File: src/rtl/msi_aggr_pkg.sv
package msi_aggr_pkg;

  // Register group selected by the upper two address bits.
  typedef enum logic [1:0] {
    GRP_CTRL  = 2'd0,
    GRP_STAT  = 2'd1,
    GRP_ENSET = 2'd2,
    GRP_ENCLR = 2'd3
  } reg_grp_e;

  // Indices inside the control group.
  localparam int CTRL_TRIG_IDX = 0;
  localparam int CTRL_EOI_IDX  = 1;

endpackage

File: src/rtl/msi_req_decode.sv
module msi_req_decode
  import msi_aggr_pkg::*;
#(
  parameter int NUM_EVENTS    = 8,
  parameter int VEC_PER_EVENT = 4,
  parameter int DATA_W        = 32,
  parameter int EOI_BASE      = 4
) (
  input  logic                                     wr_fire,
  input  logic [$clog2(NUM_EVENTS)+1:0]            addr,
  input  logic [DATA_W-1:0]                        wdata,
  output logic [NUM_EVENTS-1:0][VEC_PER_EVENT-1:0] set_mask,
  output logic [NUM_EVENTS-1:0][VEC_PER_EVENT-1:0] clr_mask,
  output logic [NUM_EVENTS-1:0][VEC_PER_EVENT-1:0] ens_mask,
  output logic [NUM_EVENTS-1:0][VEC_PER_EVENT-1:0] enc_mask,
  output logic [NUM_EVENTS-1:0]                    eoi_hit
);

  localparam int EV_W        = $clog2(NUM_EVENTS);
  localparam int VB_W        = $clog2(VEC_PER_EVENT);
  localparam int NUM_VECTORS = NUM_EVENTS * VEC_PER_EVENT;

  reg_grp_e          grp;
  logic [EV_W-1:0]   idx;
  logic              trig_ok;
  logic              eoi_ok;
  logic [EV_W-1:0]   trig_ev;
  logic [VB_W-1:0]   trig_bit;
  logic [DATA_W-1:0] eoi_rel;
  logic [EV_W-1:0]   eoi_ev;

  always_comb begin
    grp      = reg_grp_e'(addr[EV_W+1:EV_W]);
    idx      = addr[EV_W-1:0];
    // vector number N: event = N mod NUM_EVENTS, bit = N / NUM_EVENTS
    trig_ev  = wdata[EV_W-1:0];
    trig_bit = wdata[EV_W+VB_W-1:EV_W];
    trig_ok  = wr_fire && (grp == GRP_CTRL) && (idx == EV_W'(CTRL_TRIG_IDX))
               && (wdata < DATA_W'(NUM_VECTORS));
    eoi_rel  = wdata - DATA_W'(EOI_BASE);
    eoi_ev   = eoi_rel[EV_W-1:0];
    eoi_ok   = wr_fire && (grp == GRP_CTRL) && (idx == EV_W'(CTRL_EOI_IDX))
               && (wdata >= DATA_W'(EOI_BASE))
               && (wdata < DATA_W'(EOI_BASE + NUM_EVENTS));
  end

  for (genvar k = 0; k < NUM_EVENTS; k++) begin : g_ev
    logic hit_ev;
    assign hit_ev      = (idx == EV_W'(k));
    assign set_mask[k] = (trig_ok && (trig_ev == EV_W'(k)))
                         ? (VEC_PER_EVENT'(1) << trig_bit) : '0;
    assign clr_mask[k] = (wr_fire && grp == GRP_STAT  && hit_ev) ? wdata[VEC_PER_EVENT-1:0] : '0;
    assign ens_mask[k] = (wr_fire && grp == GRP_ENSET && hit_ev) ? wdata[VEC_PER_EVENT-1:0] : '0;
    assign enc_mask[k] = (wr_fire && grp == GRP_ENCLR && hit_ev) ? wdata[VEC_PER_EVENT-1:0] : '0;
    assign eoi_hit[k]  = eoi_ok && (eoi_ev == EV_W'(k));
  end

endmodule

File: src/rtl/msi_event_slice.sv
module msi_event_slice #(
  parameter int VEC_PER_EVENT = 4
) (
  input  logic                     clk,
  input  logic                     rst_n,
  input  logic [VEC_PER_EVENT-1:0] set_mask,
  input  logic [VEC_PER_EVENT-1:0] clr_mask,
  input  logic [VEC_PER_EVENT-1:0] ens_mask,
  input  logic [VEC_PER_EVENT-1:0] enc_mask,
  input  logic                     eoi,
  output logic [VEC_PER_EVENT-1:0] status,
  output logic [VEC_PER_EVENT-1:0] enable,
  output logic                     irq
);

  logic armed;
  logic fire;

  // Pending bits gated by enable; fire once per arming.
  assign fire = armed && (|(status & enable));

  always_ff @(posedge clk) begin
    if (!rst_n) begin
      status <= '0;
      enable <= '0;
      armed  <= 1'b1;
      irq    <= 1'b0;
    end else begin
      status <= (status & ~clr_mask) | set_mask;
      enable <= (enable | ens_mask) & ~enc_mask;
      irq    <= fire;
      if (fire)     armed <= 1'b0;
      else if (eoi) armed <= 1'b1;
    end
  end

endmodule

File: src/rtl/msi_rsp_port.sv
module msi_rsp_port
  import msi_aggr_pkg::*;
#(
  parameter int NUM_EVENTS    = 8,
  parameter int VEC_PER_EVENT = 4,
  parameter int DATA_W        = 32
) (
  input  logic                                     clk,
  input  logic                                     rst_n,
  input  logic                                     rd_fire,
  input  logic [$clog2(NUM_EVENTS)+1:0]            addr,
  input  logic [NUM_EVENTS-1:0][VEC_PER_EVENT-1:0] stat_arr,
  input  logic [NUM_EVENTS-1:0][VEC_PER_EVENT-1:0] en_arr,
  output logic                                     rsp_valid,
  output logic [DATA_W-1:0]                        rsp_rdata
);

  localparam int EV_W = $clog2(NUM_EVENTS);

  reg_grp_e                 grp;
  logic [EV_W-1:0]          idx;
  logic [VEC_PER_EVENT-1:0] sel;

  always_comb begin
    grp = reg_grp_e'(addr[EV_W+1:EV_W]);
    idx = addr[EV_W-1:0];
    unique case (grp)
      GRP_STAT:            sel = stat_arr[idx];
      GRP_ENSET, GRP_ENCLR: sel = en_arr[idx];
      default:             sel = '0;
    endcase
  end

  always_ff @(posedge clk) begin
    if (!rst_n) begin
      rsp_valid <= 1'b0;
      rsp_rdata <= '0;
    end else begin
      rsp_valid <= rd_fire;
      if (rd_fire) rsp_rdata <= DATA_W'(sel);
    end
  end

endmodule

File: src/rtl/msi_vec_aggr.sv
module msi_vec_aggr #(
  parameter int NUM_EVENTS    = 8,
  parameter int VEC_PER_EVENT = 4,
  parameter int DATA_W        = 32,
  parameter int EOI_BASE      = 4
) (
  input  logic                          clk,
  input  logic                          rst_n,
  input  logic                          req_valid,
  output logic                          req_ready,
  input  logic                          req_write,
  input  logic [$clog2(NUM_EVENTS)+1:0] req_addr,
  input  logic [DATA_W-1:0]             req_wdata,
  output logic                          rsp_valid,
  output logic [DATA_W-1:0]             rsp_rdata,
  output logic [NUM_EVENTS-1:0]         evt_irq
);

  logic wr_fire;
  logic rd_fire;

  logic [NUM_EVENTS-1:0][VEC_PER_EVENT-1:0] set_mask;
  logic [NUM_EVENTS-1:0][VEC_PER_EVENT-1:0] clr_mask;
  logic [NUM_EVENTS-1:0][VEC_PER_EVENT-1:0] ens_mask;
  logic [NUM_EVENTS-1:0][VEC_PER_EVENT-1:0] enc_mask;
  logic [NUM_EVENTS-1:0]                    eoi_hit;
  logic [NUM_EVENTS-1:0][VEC_PER_EVENT-1:0] stat_arr;
  logic [NUM_EVENTS-1:0][VEC_PER_EVENT-1:0] en_arr;

  // Ready only once out of reset; single request per cycle.
  always_ff @(posedge clk) begin
    if (!rst_n) req_ready <= 1'b0;
    else        req_ready <= 1'b1;
  end

  assign wr_fire = req_valid && req_ready && req_write;
  assign rd_fire = req_valid && req_ready && !req_write;

  msi_req_decode #(
    .NUM_EVENTS   (NUM_EVENTS),
    .VEC_PER_EVENT(VEC_PER_EVENT),
    .DATA_W       (DATA_W),
    .EOI_BASE     (EOI_BASE)
  ) u_dec (
    .wr_fire (wr_fire),
    .addr    (req_addr),
    .wdata   (req_wdata),
    .set_mask(set_mask),
    .clr_mask(clr_mask),
    .ens_mask(ens_mask),
    .enc_mask(enc_mask),
    .eoi_hit (eoi_hit)
  );

  for (genvar k = 0; k < NUM_EVENTS; k++) begin : g_slice
    msi_event_slice #(
      .VEC_PER_EVENT(VEC_PER_EVENT)
    ) u_slice (
      .clk     (clk),
      .rst_n   (rst_n),
      .set_mask(set_mask[k]),
      .clr_mask(clr_mask[k]),
      .ens_mask(ens_mask[k]),
      .enc_mask(enc_mask[k]),
      .eoi     (eoi_hit[k]),
      .status  (stat_arr[k]),
      .enable  (en_arr[k]),
      .irq     (evt_irq[k])
    );
  end

  msi_rsp_port #(
    .NUM_EVENTS   (NUM_EVENTS),
    .VEC_PER_EVENT(VEC_PER_EVENT),
    .DATA_W       (DATA_W)
  ) u_rsp (
    .clk      (clk),
    .rst_n    (rst_n),
    .rd_fire  (rd_fire),
    .addr     (req_addr),
    .stat_arr (stat_arr),
    .en_arr   (en_arr),
    .rsp_valid(rsp_valid),
    .rsp_rdata(rsp_rdata)
  );

endmodule

File: config.mk
export PLATFORM = sky130hd
export DESIGN_NAME = msi_vec_aggr
export DESIGN_NICKNAME = d
export VERILOG_FILES = /design/src/rtl/msi_aggr_pkg.sv /design/src/rtl/msi_req_decode.sv /design/src/rtl/msi_event_slice.sv /design/src/rtl/msi_rsp_port.sv /design/src/rtl/msi_vec_aggr.sv
export SDC_FILE = /design/constraint.sdc
export NUM_CORES = 1
export LEC_CHECK = 0
export ABC_AREA = 1
export CAP_MARGIN = 20
export CELL_PAD_IN_SITES_DETAIL_PLACEMENT = 0
export CELL_PAD_IN_SITES_GLOBAL_PLACEMENT = 2
export CORE_ASPECT_RATIO = 1.4
export CORE_MARGIN = 4
export CORE_UTILIZATION = 37
export CTS_CLUSTER_DIAMETER = 200
export DETAILED_ROUTE_END_ITERATION = 8
export DONT_BUFFER_PORTS = 1
export PLACE_DENSITY = 0.94
export SYNTH_ARGS = -nofsm -noshare
export SYNTH_HDL_FRONTEND = slang
export SYNTH_SLANG_ARGS = --single-unit
File: constraint.sdc
create_clock -name clk -period 2.42 [get_ports clk]
set_input_delay 0.242 -clock clk [delete_from_list [all_inputs] [get_ports clk]]
set_output_delay 0.242 -clock clk [all_outputs]
set_load 0.02 [all_outputs]
# Word-level counts from Yosys, hierarchy flattened
# Index checks and enable logic that the tools add are counted.
# Widths: inputs -> output; s select.
[classes]
n_addsub = 1
n_lt_le_gt_ge = 4
n_eq_ne = 24
shift = 1
n_mux = 54
bitwise = 56
reduce_logical = 82
[ops]
columns = ["op", "count"]
rows = [
  ["$mux 4", 34],
  ["$and 4x4->4", 24],
  ["$not 4->4", 16],
  ["$or 4x4->4", 16],
  ["$logic_and 1x1->1", 60],
  ["$eq 3x3->1 const B", 12],
  ["$ge 32x3->1 const B", 1],
  ["$lt 32x4->1 const B", 1],
  ["$lt 32x6->1 const B", 1],
  ["$reduce_or 4->1", 8],
  ["$bmux 4 s3", 2],
  ["$eq 3x2->1 const B", 6],
  ["$mux 1", 17],
  ["$reduce_bool 2->1", 8],
  ["$eq 3x1->1 const B", 3],
  ["$logic_not 3->1", 3],
  ["$pmux 4 s2", 1],
  ["$eq 2x2->1 const B", 2],
  ["$lt 3x4->1 const B", 1],
  ["$shl 1x2->4 const A", 1],
  ["$sub 3x3->3 const B", 1],
  ["$eq 2x1->1 const B", 1],
  ["$logic_not 2->1", 1],
  ["$reduce_or 2->1", 1],
  ["$logic_not 1->1", 1],
]
[word_totals]
register_bits = 86
word_cells = 257

# Longest topological paths before layout
# Gate-level depths: netlist (run 1).
[depth]
depth_word = 9
depth_mapped = 10
mapped_depth_nobuf = 9

# Cells and area by module
# From an unflattened synthesis (run 1), not the netlist that was laid out.
[hier_totals]
hier_cells = 838
hier_area_um2 = 5017.3
[by_module_without_submodules]
columns = ["module", "n_inst", "cells_each", "area_per_inst_um2", "seq_area_each_um2"]
rows = [
  ["msi_event_slice", 8, 42, 339.1, 200.2],
  ["msi_rsp_port", 1, 242, 1212.4, 100.1],
  ["msi_req_decode", 1, 255, 1057.3, 0.0],
  ["msi_vec_aggr", 1, 5, 35.0, 20.0],
]

# Worst setup path after synthesis (run 1)
# Ideal clock, no wire load.
[synth_path]
path_type = "reg-to-reg"
start = "register req_ready"
end = "register g_slice[3].u_slice.status[0]"
setup_ps = 71
arrival_ps = 1376
setup_slack_ps = 973
path_stages_with_launch = 8
path_buffers = 1
path_cell_list = "dfxtp_1 > nand3_2 > nor2_1 > nand3_1 > nor2_4 > buf_6 > nand3_1 > a21oi_1"
[synth_via]
elab_chain_len = 8
elab_cells_between_ends = 13
[synth_rtl]
columns = ["item", "line_no", "rtl"]
rows = [
  ["from (decl)", "msi_vec_aggr.sv:10", "output logic req_ready,"],
  ["from (signal assigned)", "msi_vec_aggr.sv:32", "if (!rst_n) req_ready <= 1'b0;"],
  ["from (signal assigned)", "msi_vec_aggr.sv:33", "else req_ready <= 1'b1;"],
  ["$logic_and 1x1->1 * (2 in a row)", "msi_vec_aggr.sv:36", "assign wr_fire = req_valid && req_ready && req_write;"],
  ["$logic_and 1x1->1 (on tied branches) (2 in a row)", "msi_req_decode.sv:52, msi_req_decode.sv:38", ""],
  ["$mux 4 or $logic_and 1x1->1 (tied branches)", "msi_req_decode.sv:52, msi_req_decode.sv:39", ""],
  ["$not 4->4 or $logic_and 1x1->1 (tied branches)", "msi_event_slice.sv:29, msi_req_decode.sv:50", ""],
  ["$and 4x4->4 or $mux 4 (tied branches)", "msi_event_slice.sv:29, msi_req_decode.sv:51", ""],
  ["$or 4x4->4 *", "msi_event_slice.sv:29", "status <= (status & ~clr_mask) | set_mask;"],
  ["to (signal assigned)", "msi_event_slice.sv:29", ""],
  ["to (decl)", "msi_event_slice.sv:11", "output logic [VEC_PER_EVENT-1:0] status,"],
]
# Mark *: on every way between the ends. The rest lies on a longest branch, timed or not.
# A chain may end at the register's enable or synchronous reset.

# Worst setup path in the final report (run 1)
[layout_path]
start = "register req_ready"
end = "register g_slice[5].u_slice.status[3]"
[layout_via]
elab_chain_len = 8
elab_cells_between_ends = 13
[layout_rtl]
columns = ["item", "line_no"]
rows = [
  ["$logic_and 1x1->1 * (2 in a row)", "msi_vec_aggr.sv:36"],
  ["$logic_and 1x1->1 (on tied branches) (2 in a row)", "msi_req_decode.sv:52, msi_req_decode.sv:38"],
  ["$mux 4 or $logic_and 1x1->1 (tied branches)", "msi_req_decode.sv:52, msi_req_decode.sv:39"],
  ["$not 4->4 or $logic_and 1x1->1 (tied branches)", "msi_event_slice.sv:29, msi_req_decode.sv:50"],
  ["$and 4x4->4 or $mux 4 (tied branches)", "msi_event_slice.sv:29, msi_req_decode.sv:51"],
  ["$or 4x4->4 *", "msi_event_slice.sv:29"],
  ["to (signal assigned)", "msi_event_slice.sv:29"],
  ["to (decl)", "msi_event_slice.sv:11"],
]
# Marked as above.

==> impl_results.md, run 1 <==
* Status: finished, final reports clean
* Hold Crit Class: input port to flop
* Seq/Total Area, Yosys at 0.372
* Clock Latency Late Sink at 350 ps
* Via count at 4,449
* Layout Utilization at 0.398
* Chip width at roughly 100 µm
* Worst flop-to-flop path startpoint: req_ready
* Largest family of logic cells by synthesized area: simple AND/OR/NAND/NOR gates
* Period minus WS final at between 1500 and 2000 ps
* Die Height at about 140 µm
* Worst path cell trace: nand3_2, nor2_1, nand3_1, nor2_4, buf_4, nand3_1, a21oi_1
* Post-synth top area cell: dfxtp_1
* Fin crit share at 0.777
* Hold Crit Start: rst_n
* Nets at about 720
* Critical Path End Type: flop
* Synth warn at 0
* Hold path endpoint: g_slice[3].u_slice.irq
* Synth Area in XOR/XNOR at 0
* DIE AREA at 0.0144 mm²
* Cts bufs inserted at 9
* Root buf cell: clkbuf_16
* Synth Register Bits at 86
* Post-DRT Antenna Nets at 0
* Startpoint types: flop
* Area of the multi-input gates at between 0.002 and 0.0025 mm²
* Mux share of post-synthesis cell area at 0
* Reg area at 0.00172 mm²
* RSZ-0062 raised after global routing: false
* Worst R2R End: g_slice[5].u_slice.status[3]
* Leak Pwr at 1.71 nW
* Arr. time, crit path at between 2000 and 2500 ps
* Post-synthesis adder-cell area fraction at 0
* Ys flop type: dfxtp_1
* Reg2Reg Depth at 7
* Drt pass-1 iters at 6
* Filler cells at 1,320
* Drt via density at around 5.4
* Antenna diodes at 0
* Largest net degree at the start of global routing at slightly above 80
* Worst Tran Pin Value at about 660 ps
* I/O Buffers at 0
* Fin cells at between 800 and 900
* Share of layout cells above drive strength 1 at 0.0661
* Setup TNS at 0 ps
* GRT overflow at 0
* Clock buffer depth at 2
* Initial antenna violation count at 0
* Fin Clk Skew at 10.1 ps
* Top cell by count, worst path: nand3_1
* Async SR Flop Fraction at 0
* Met3 usage at 0.0299
* Netlist cell types at 27
* Floorplan Core Area at about 0.012 mm²
* Avg Cell Area, Syn at between 6 and 7 µm²
* Post-synth top area share at 0.372
* Vias in the first global route at 4,205
* Flop2flop setup slack at between 500 and 600 ps
* Cells after DPL at just over 800
* Mapped Cells at between 600 and 700
* Worst VDD drop at 0.286 mV
* Worst endpoint required time at approximately 2700 ps
* Cts hold-fix bufs at 2
* Mapped Area at ~0.0046 mm²
* Global-route wire length before repair at between 20,000 and 25,000 µm
* Worst-path clk slew at around 70 ps
* Max cap viols at 0
* GRT Total Usage at 0.205
* Post-CTS sizing at 0
* PD cells at roughly 640 mW/mm²
* Setup bufs post-CTS at 0
* M1 GR Usage at 0.236
* H-tree depth at 3
* Slew margin rel. at 0.557
* Slowest Stage Delay on Critical Path at between 400 and 500 ps
* Slew Viols, Final at 0
* EDFF count, synth at 0
* IO Count at between 80 and 90
* Met2 GRT Util at 0.356
* CP max stage cell: dfxtp_1
* Worst hold stages at 2
* Max Clock Freq at between 0.5 and 0.6 GHz
* WL/cell at 17.5 µm
* Crit path kind: flop to flop
* Gr busiest metal: met2
* Area contributors post-synth: dfxtp_1 37%, o21ai_0 10%, nand2_1 10%, nor2_1 8.2%, nand3_1 7.5%
* Final wirelength at 14,500 µm
* Hpwl dp at 10,600 µm
* First-iteration detailed-routing DRC count at 258
* Post-synthesis simple-gate area fraction at 0.300
* Initial Util at 0.376
* Peak fanout along the critical path at 32
* CTS tree: yes
* Final Hold Viols at 0
* Area delta synth->final at 6.00%
* Compound-Gate Fraction of Synth Area at 0.189
* TritonCTS sink count at 86
* Final setup violation count at 0
* FP Rows at 48
* Global placement routability congestion at 0.867
* DRC Markers at 0
stage by stage:
| stage | hold WS [ps] | setup slack [ps] | area (µm²) | power (W) |
|---|---|---|---|---|
| after floorplan | 270 | 973 | 4730 | 0.00167 |
| after detailed placement | 271 | 608 | 4560 | 0.00167 |
| after CTS | 30.0 | 571 | 4910 | 0.00316 |
| after global routing | 46.5 | 361 | 4910 | 0.00324 |
| after global placement | 271 | 675 | 4560 | 0.00167 |
| final | 40.1 | 539 | 4910 | 0.00314 |
Yosys cell counts, types with 3 or more instances:
library cell  number
dfxtp_1           86
buf_4             36
o21ai_1            4
nand3_1           69
nand2_1          128
buf_2              4
a21oi_1           44
inv_2              5
a41oi_1            4
nor3_1             3
nor2_4             3
o22ai_1           18
o21ai_0           97
clkbuf_1          22
buf_6              4
nor3_2             6
nor2_1           101
inv_1             50
power breakdown:
group          total (W)  leakage (nW)  internal, W  switching (W)
logic           0.000209         0.856    0.0000404       0.000168
registers        0.00143         0.694      0.00142     0.00000963
clock network    0.00150         0.160     0.000908       0.000595
placed cells by master (no fill, tap or decap):
master	count
a21oi_1	44
buf_12	1
nor2_2	1
buf_4	6
nor2_4	3
clkinv_1	1
conb_1	28
nor3_2	6
o21ai_0	97
clkinv_4	2
inv_6	1
inv_2	5
dfxtp_1	86
nand3_1	69
clkinv_2	3
nor3_1	3
clkbuf_16	9
inv_1	50
nand2_1	128
nor2_1	101
inv_4	1
nor3_4	2
a41oi_1	4
o21ai_1	4
nand4_1	1
o22ai_1	18
dlygate4sd3_1	2
bufinv_16	2
nand2_4	1
nand3_2	2
logic make-up (layout without fill, tap and decap cells):
group,count (synthesis),in the layout
other cells,1,28
flops,86,86
simple gates,317,317
buf+inv,124,83
compound gates,167,167
worst max-delay path, delay by kind of cell (launching register included):
kind / cells / cell delay [ps]
flip-flops: 1 / 480
AO/OA/AOI/OAI: 1 / 160
AND/OR/NAND/NOR: 5 / 850
buffers and inverters: 1 / 300
final cells by class:
class / count / area share
well taps: 150 / 0.0383
clock inverters: 7 / 0.0196
repair buffers: 9 / 0.0173
multi-input cells: 512 / 0.483
flip-flops and latches: 86 / 0.351
inverters: 58 / 0.0451
clock buffers: 9 / 0.0459
worst max path at each step:
stage,cells after the start,to,startpoint
after global routing,7,g_slice[5].u_slice.status[3],req_ready
after CTS,7,g_slice[5].u_slice.status[3],req_ready
after global placement,7,g_slice[5].u_slice.status[0],req_ready
final,7,g_slice[5].u_slice.status[3],req_ready
after detailed placement,7,g_slice[5].u_slice.status[0],req_ready
after floorplan,7,g_slice[3].u_slice.status[0],req_ready
metal layers:
metal  up-vias  share of wire
met2       156           0.52
met4         0          0.042
met1      2065           0.39
met3        36          0.056
li1       2192              -
met5         -              0
registers in the layout, indices dropped and copies added, names as in the netlist:
name and count:
g_slice.u_slice.armed 8, u_rsp.rsp_valid 1, g_slice.u_slice.status 32, g_slice.u_slice.irq 8
u_rsp.rsp_rdata 4, req_ready 1, g_slice.u_slice.enable 32
(Power assumes the default switching activity.)
==> run 2: changes to the inputs <==
ABC_AREA = 0   (was 1)
CORE_UTILIZATION = 35   (was 37)
PLACE_DENSITY = 0.85   (was 0.94)
clock period = 1.7 ns   (was 2.42 ns; I/O delays follow)
==> run 2 against run 1 <==
Area after synthesis up 4.1%. Setup slack worse by 350 ps. Wire length down 1.5%. Clock power up 50%. Utilization down 1.2 points. Power up 45%. Flip-flop and latch count unchanged. Highest routed layer unchanged. Clock skew down 6.6 ps.
==> impl_results.md, run 2 <==
* Status: finished, final reports clean
* Post-DRT Antenna Nets at 0
* Area contributors post-synth: dfxtp_1 36%, mux4_2 6.5%, buf_4 6.2%, mux2i_1 4.6%, o21a_1 4.4%
* Initial Util at 0.358
* Top cells by count, synth: 86 x dfxtp_1, 40 x buf_4, 40 x nand2_1, 33 x clkbuf_1, 28 x o21a_1
* Synth Register Bits at 86
* Avg Cell Area, Syn at a little over 9 µm²
* DRC Markers at 0
* Initial antenna violation count at 0
* Critical Path End Type: flop
* Chip width at around 110 µm
* RSZ-0062 raised after global routing: false
* Ys flop type: dfxtp_1
* Via count at between 3,000 and 4,000
* Netlist cell types at 55
* Vias in the first global route at roughly 4,000
* Arr. time, crit path at approximately 1800 ps
* Slew Viols, Final at 0
* Mapped Cells at between 500 and 600
* Floorplan Core Area at ~0.013 mm²
* Met3 usage at 0.0233
* Drt pass-1 iters at 5
* Post-synth top area cell: dfxtp_1
* DIE AREA at 0.0157 mm²
* TritonCTS sink count at 86
* EDFF count, synth at 0
* Largest net degree at the start of global routing at 46
* Nets at 540
* Fin Clk Skew at 3.52 ps
* WHS at about 17 ps
* Worst VDD drop at about 0.38 mV
* Fin crit share at 0.888
* Share of layout cells above drive strength 1 at 0.119
* Crit path kind: flop to flop
* Peak fanout along the critical path at 8
* Cts bufs inserted at 9
* Synth warn at 0
* Commonest non-fill, non-tap cell in the layout: dfxtp_1
* Period minus WS final at 1510 ps
* GRT overflow at 0
* Worst endpoint required time at ~1900 ps
* Slew margin rel. at 0.603
* Setup bufs post-CTS at 0
* WL/cell at between 20 and 25 µm
* CTS tree: yes
* Startpoint types: flop
* Root buf cell: clkbuf_16
* Mapped Area at roughly 0.0048 mm²
* I/O Buffers at 0
* Global placement routability congestion at 0.830
* Die Height at ~150 µm
* Most common cell in the netlist: dfxtp_1
* M1 GR Usage at 0.211
* Filler cells at roughly 1,300
* IO Count at 83
* Worst-path clk slew at about 60 ps
* Area delta synth->final at 7.76%
* Final setup violation count at 0
* Final wirelength at approximately 14,000 µm
* First-iteration detailed-routing DRC count at between 200 and 250
* Post-CTS sizing at 0
* Fin cells at 686
* Max cap viols at 0
* Max Clock Freq at ~0.66 GHz
* Clock buffer depth at 2
* Leak Pwr at 2.02 nW
* Antenna diodes at 0
* Gr busiest metal: met2
* PD cells at 874 mW/mm²
* H-tree depth at 3
* GRT Total Usage at 0.188
* Post-synth top area share at 0.357
* Worst Tran Pin Value at ~590 ps
* Global-route wire length before repair at roughly 23,000 µm
* Met2 GRT Util at 0.336
* Most frequent cells in the layout: 86 x dfxtp_1, 40 x nand2_1, 28 x o21a_1, 28 x conb_1, 26 x nand3_1
* Cells after DPL at roughly 660
* FP Rows at 50
* Final Hold Viols at 0
* Biggest regs: g_slice.u_slice.enable x32, g_slice.u_slice.status x32
* Async SR Flop Fraction at 0
* Hpwl dp at just under 10,000 µm
* Clock Latency Late Sink at ~340 ps
* Seq/Total Area, Yosys at 0.357
* Hold Crit Class: input port to flop
* Drt via density at around 5.7
-- run 2: worst paths after layout --
check        cells after the start  slack (ps)                            to                     start
min reg2reg                      2         440        g_slice[2].u_slice.irq  g_slice[2].u_slice.armed
max                              4         190  g_slice[2].u_slice.status[1]                 req_ready
max reg2reg                      4         190  g_slice[2].u_slice.status[1]                 req_ready
min                              2          20      g_slice[6].u_slice.armed                     rst_n
-- run 2: final cells by class --
type                    count  area, µm²  area share
clock buffers              10        229      0.0441
clock inverters             6        110      0.0212
inverters                  17       63.8      0.0123
multi-input cells         368       2670       0.513
flip-flops and latches     86       1720       0.332
well taps                 182        228      0.0439
repair buffers             17        175      0.0337
-- run 2: kinds of logic (layout without fill, tap and decap cells) --
family / after synthesis / after routing / synth area share
AOI/OAI and AO/OA: 135 / 135 / 0.219
and+or+nand+nor: 164 / 164 / 0.190
DFF: 86 / 86 / 0.357
buffers and inverters: 99 / 50 / 0.111
xor gates and xnor gates: 1 / 1 / 0.00182
other: 1 / 28 / 0.000778
muxes: 40 / 40 / 0.120
-- run 2: repair_timing --
action	4_1_cts	5_1_grt
setup endpoints to repair	0	0
hold buffers	7	0
endpoints found under the hold margin	72	0
-- run 2: where the power goes --
group          leakage (nW)  switching, W  internal (W)
registers             0.693    0.00000442       0.00202
clock network         0.159      0.000819       0.00143
logic                  1.17      0.000181     0.0000829
-- run 2: critical path, stage by stage, from the launching register on --
cell     delay [ps]
dfxtp_1         360
and3_1          360
and3_1          370
a21oi_1         110
a31o_1          200
-- run 2: per-layer routing --
layer	part of all wire	up-vias	wire length [µm]
li1	-	1815	-
met1	0.38	1932	5420
met2	0.54	132	7670
met3	0.039	46	552
met4	0.046	0	665
met5	0	-	0
-- run 2: through the flow --
step	utilization	instance area [µm²]	worst slack, ps	TNS (ps)	total power [W]
2_1_floorplan	-	4920	0.0239	0	0.00238
3_3_place_gp	0.354	4760	-67.3	-394	0.00227
3_5_place_dp	0.354	4760	-113	-1210	0.00227
4_1_cts	0.385	5180	198	0	0.00457
5_1_grt	0.386	5190	0.910	0	0.00467
6_report	0.386	5190	190	0	0.00454
